==> src/rtl/bitser_add.sv <==
module bitser_add #(
  parameter int W = 4
) (
  input  logic         clk,
  input  logic         rst_n,
  input  logic         start,
  input  logic [W-1:0] opa,
  input  logic [W-1:0] opb,
  output logic [W-1:0] sum,
  output logic         cout,
  output logic         done
);
  localparam int CW = $clog2(W + 1);

  logic [W-1:0]  sa, sb;
  logic          carry, busy;
  logic [CW-1:0] cnt;
  logic          fs, fc;

  assign fs   = sa[0] ^ sb[0] ^ carry;
  assign fc   = (sa[0] & sb[0]) | (carry & (sa[0] ^ sb[0]));
  assign cout = carry;

  always_ff @(posedge clk) begin
    if (!rst_n) begin
      sa    <= '0;
      sb    <= '0;
      sum   <= '0;
      carry <= 1'b0;
      busy  <= 1'b0;
      cnt   <= '0;
      done  <= 1'b0;
    end else begin
      done <= 1'b0;
      if (!busy && start) begin
        sa    <= opa;
        sb    <= opb;
        carry <= 1'b0;
        cnt   <= CW'(W);
        busy  <= 1'b1;
      end else if (busy) begin
        sa    <= sa >> 1;
        sb    <= sb >> 1;
        sum   <= {fs, sum[W-1:1]};
        carry <= fc;
        cnt   <= cnt - 1'b1;
        if (cnt == CW'(1)) begin
          busy <= 1'b0;
          done <= 1'b1;
        end
      end
    end
  end
endmodule

==> config.mk <==
export PLATFORM = sky130hd
export DESIGN_NAME = bitser_add
export DESIGN_NICKNAME = d
export VERILOG_FILES = /design/src/rtl/bitser_add.sv
export SDC_FILE = /design/constraint.sdc
export NUM_CORES = 1
export LEC_CHECK = 0
export ABC_AREA = 1
export BUFFER_PORTS_ARGS = -buffer_cell sky130_fd_sc_hd__clkbuf_2
export CORE_AREA = 3 3 53 55
export CTS_BUF_LIST = sky130_fd_sc_hd__clkbuf_8
export DETAILED_ROUTE_END_ITERATION = 8
export DIE_AREA = 0 0 56 58
export GPL_ROUTABILITY_DRIVEN = 0
export PLACE_DENSITY = 0.55
export SYNTH_ARGS = -nofsm -noshare
export SYNTH_HDL_FRONTEND = slang
export SYNTH_SLANG_ARGS = --single-unit
==> constraint.sdc <==
create_clock -name clk -period 2.51 [get_ports clk]
set_input_delay 0.251 -clock clk [delete_from_list [all_inputs] [get_ports clk]]
set_output_delay 0.251 -clock clk [all_outputs]
set_load 0.05 [all_outputs]
# Word level (Yosys, flattened, before mapping)
# Index checks and enable logic that the tools add are counted.
classes:
  n_eq_ne: 1
  reduce_logical: 6
  bitwise_logic: 8
  addsub: 1
  muxes: 10
op_table:
  columns: ["operator", "count"]
  rows:
  - ["$mux 4", 4]
  - ["$mux 3", 2]
  - ["$mux 1", 4]
  - ["$eq 3x1->1 const B", 1]
  - ["$not 1->1", 3]
  - ["$reduce_or 3->1", 1]
  - ["$sub 3x1->3 const B", 1]
  - ["$and 1x1->1", 2]
  - ["$reduce_and 2->1", 1]
  - ["$reduce_bool 2->1", 1]
  - ["$reduce_or 2->1", 1]
  - ["$xor 1x1->1", 2]
  - ["$logic_and 1x1->1", 1]
  - ["$logic_not 1->1", 1]
  - ["$or 1x1->1", 1]
word_totals:
  out_inout_bits: 6
  wordCells: 34
  register_bits: 18
  input_bits: 11

# Longest topological paths before layout
depth:
  depth_word: 4
  mapped_depth: 7
  mapped_depth_nobuf: 5

# Least setup slack after synthesis
# Ideal clock, no wire load.
synth_path:
  kind: "register -> register"
  start: "register carry, in the netlist cout"
  end: "register sum[3]"
  setup_time_ns: 0.117
  setup_slack_ns: 1.116
  path_stages_with_launch: 4
  t_required_ns: 2.393
  arrival_time_ns: 1.277
  cell_sequence: "dfxtp_1 -> fa_1 -> nor2_1 -> nor2_1"
synth_between:
  elab_chain_cells: 1
synth_rtl:
  columns: ["element", "line", "source"]
  rows:
  - ["start, declared", "16", "logic carry, busy;"]
  - ["start signal, assigned", "29", "carry <= 1'b0;"]
  - ["start signal, assigned", "38", "carry <= 1'b0;"]
  - ["start signal, assigned", "45", "carry <= fc;"]
  - ["$xor 1x1->1", "20", "assign fs = sa[0] ^ sb[0] ^ carry;"]
  - ["via fs", "18", "logic fs, fc;"]
  - ["end signal, assigned", "44", "sum <= {fs, sum[W-1:1]};"]
  - ["end, declared", "9", "output logic [W-1:0] sum,"]
# The timed path passes the listed nets, and every way through them passes these cells.
# A chain may end at the register's enable or synchronous reset.

# Worst setup path in the final report
layout_path:
  start: "register busy"
  end: "register cnt[0]"
layout_between:
  elab_chain_cells: 3
layout_rtl:
  columns: ["element", "line", "source"]
  rows:
  - ["start, declared", "16", null]
  - ["start signal, assigned", "30", "busy <= 1'b0;"]
  - ["start signal, assigned", "40", "busy <= 1'b1;"]
  - ["start signal, assigned", "48", "busy <= 1'b0;"]
  - ["$logic_not 1->1", "35", "if (!busy && start) begin"]
  - ["$logic_and 1x1->1", "35", null]
  - ["$reduce_or 2->1 (no source line)", null, null]
  - ["end signal, assigned", "39", "cnt <= CW'(W);"]
  - ["end signal, assigned", "46", "cnt <= cnt - 1'b1;"]
  - ["end, declared", "17", "logic [CW-1:0] cnt;"]
# Several ways; a longest one is shown, not always the timed one.

==> run metrics <==
EDFF count, synth 0; Arrival @ worst endpoint 1.60 ns; CTS root buf sky130_fd_sc_hd__clkbuf_8; post-layout min period 1.42 ns; design internal power 0.477 mW; clock skew 0.00142 ns; number of vias in the routed layout 709; share of total power in combinational logic 15.1%; RSZ-0062 raised after global routing false; CTS H-tree lvls 1; critical path start-end classification reg -> reg; switching power 0.177 mW; per-cell via count in the routed design 4.66; library cell occupying the most area in the post-synthesis netlist sky130_fd_sc_hd__dfxtp_1; Final Power 0.654 mW; Placed Instance Area 888 um^2; switching part of the total 27.1%; reported leakage power 0.468 nW; net total in the final layout 137; cts bufs inserted 3; Design Area, Final 943 um^2; power density over cell area 693 mW/mm^2; post-DP HPWL 1110 um; relative contribution of the clock network to total power 35.2%; post-synthesis instance area 813 um^2; Post-Syn Nets 121; maximum fanout count along the critical path 17; distinct cell type count of the synthesized netlist 16; share of synthesized area spent on multiplexers 0%; violation count after the first detailed-routing iteration 21; Core Footprint 0.00243 mm^2; Buffers on Ports 16; main combinational cell family by area after synthesis simple AND/OR/NAND/NOR gates; period utilisation layout 56.5%; CTS Hold Bufs 0; pre-CTS setup slack 1.10 ns; CTS tree yes; total of flip-flops plus latches after synthesis 18; pin count of the biggest net entering global routing 18; outcome complete, no violations; endpoints failing setup 0; CP Data Required Time 2.69 ns; peak supply drop 0.215 mV; number of instances in the synthesized netlist 107; Worst Slack Setup Final 1.09 ns; CTS clock-pin slew for the worst setup and hold paths 0.07 ns; initial core utilization 33.4%; Post-Synth Adder-Cell Area 5.54%; Setup Fix Bufs, Post-CTS 0; worst slew margin relative to its limit 57.5%; area enclosed by the die boundary 0.00325 mm^2; Setup TNS 0 ns; compound-cell area share of the yosys netlist 7.38%; Clock Latency Late Sink 0.25 ns; vias in the first global route 654; worst hold-check path type in -> reg; share of layout cells above drive strength 1 18.9%; 1st-pass router iterations 4; CTS sink count 18; IO Count 17; global-route wire length before repair 2590 um; wirelength, routed 1490 um; Bufs on Longest Clock Path 2; Critical Path Sink Type flip-flop; post-CTS resize count 0; number of max-capacitance violations reported 0; post-route ant nets 0; most common cell in the synthesized netlist sky130_fd_sc_hd__nand2_1; startpoint types flip-flop; Simple-Gate Fraction of Synth Area 31.2%; Yosys warning count 0; layer with the highest usage met2; fraction of synthesized cell area taken by the top area cell type 44.3%; FFs w/ async S/R, synth 0%; area added between synthesis and finish 16.0%; final number of hold-violating endpoints 0; leftover overflow at the end of global routing 0; DR WL/cell 9.82 um; Std-Cell Rows 18; total global-route track usage 9.75%; height of the die 58 um; flip-flop cell with the highest count after synthesis sky130_fd_sc_hd__dfxtp_1; met1 global-route usage 11.3%; antenna violations before repair 0; fmax 0.705 GHz; Syn Area/Cell 7.60 um^2; sequential fraction of the synthesis area 44.3%; cells taking the most area after synthesis sky130_fd_sc_hd__dfxtp_1 44%, sky130_fd_sc_hd__nand2_1 15%, sky130_fd_sc_hd__nand3_1 8.0%; synthesized-area fraction occupied by xor and xnor cells 0%; measured slew at the worst slew-check pin 0.637 ns; GR Layer Usage met3 2.23%; number of max-slew violations in the final report 0; sequential power share 49.7%; most frequent cells after synthesis 32 x sky130_fd_sc_hd__nand2_1, 18 x sky130_fd_sc_hd__dfxtp_1, 13 x sky130_fd_sc_hd__nand3_1, 12 x sky130_fd_sc_hd__inv_1, 8 x sky130_fd_sc_hd__nor2_1; fill cell instance count of the final layout 271; met2 capacity usage during global routing 17.4%; antenna diode count 0; residual DRC count 0; width of the die 56 um
## metrics by stage
stage	instances	hold WS [ns]	util [%]
4_1_cts	152	0.239	38.8
5_1_grt	152	0.246	38.8
3_3_place_gp	148	0.461	36.5
6_report	152	0.235	38.8
3_5_place_dp	148	0.468	36.5
2_1_floorplan	107	0.394	-
## path summary, 6_finish.rpt
path                            cells after the start  slack [ns]  startpoint     end
worst min-delay path                                3        0.23      opb[3]   sb[3]
worst min register to register                      2        0.47       sb[3]   sb[3]
worst max-delay path                                4        1.09        busy  cnt[0]
worst max register to register                      4        1.09        busy  cnt[0]
## layer usage
layer	share of wire, %	vias up	routed length, um
li1	-	364	-
met1	46	329	685
met2	49	14	727
met3	4.1	2	61
met4	1.1	0	17
met5	0	-	0
## cell type report
cell class	instances	area, um^2	area share, %
inverters	13	51.3	5.44
repair buffers	16	80.1	8.49
flip-flops and latches	18	360	38.2
clock buffers	4	55.1	5.84
well taps	30	37.5	3.98
multi-input cells	71	359	38.1
## power groups by stage
stage                     clock network [mW]  logic (mW)  registers, mW
after floorplan                            0      0.0690          0.343
after global placement                     0      0.0980          0.331
after detailed placement                   0      0.0999          0.332
after CTS                              0.232       0.100          0.325
after global routing                   0.243       0.112          0.328
final                                  0.230      0.0988          0.325
## logic make-up (layout without fill, tap and decap cells)
family,count (synthesis),in the layout
compound gates,12,12
fa+ha+maj,3,3
buf+inv,18,33
flops,18,18
simple gates,56,56
## critical path, stage by stage (launching register included)
cell and delay (ns):
sky130_fd_sc_hd__dfxtp_1 0.73, sky130_fd_sc_hd__inv_4 0.20, sky130_fd_sc_hd__nand2_1 0.17, sky130_fd_sc_hd__nand2_1 0.11
sky130_fd_sc_hd__a21oi_1 0.13
## state kept, by name, summed over array words and instances (netlist names)
name	flops
cout	1
sum	4
cnt	3
done	1
sa	4
busy	1
sb	4
## cell usage in the layout, fill, tap and decap left out
cell / instances
sky130_fd_sc_hd__inv_4: 1
sky130_fd_sc_hd__nand3_1: 13
sky130_fd_sc_hd__nand2_1: 32
sky130_fd_sc_hd__ha_1: 2
sky130_fd_sc_hd__fa_1: 1
sky130_fd_sc_hd__clkbuf_8: 4
sky130_fd_sc_hd__dfxtp_1: 18
sky130_fd_sc_hd__nor4_4: 1
sky130_fd_sc_hd__nor2_4: 1
sky130_fd_sc_hd__clkbuf_2: 16
sky130_fd_sc_hd__nor2_1: 8
sky130_fd_sc_hd__inv_1: 12
sky130_fd_sc_hd__a21oi_1: 7
sky130_fd_sc_hd__or2_1: 1
sky130_fd_sc_hd__o21ai_0: 5
No activity file was read; power rests on OpenSTA's default activity.
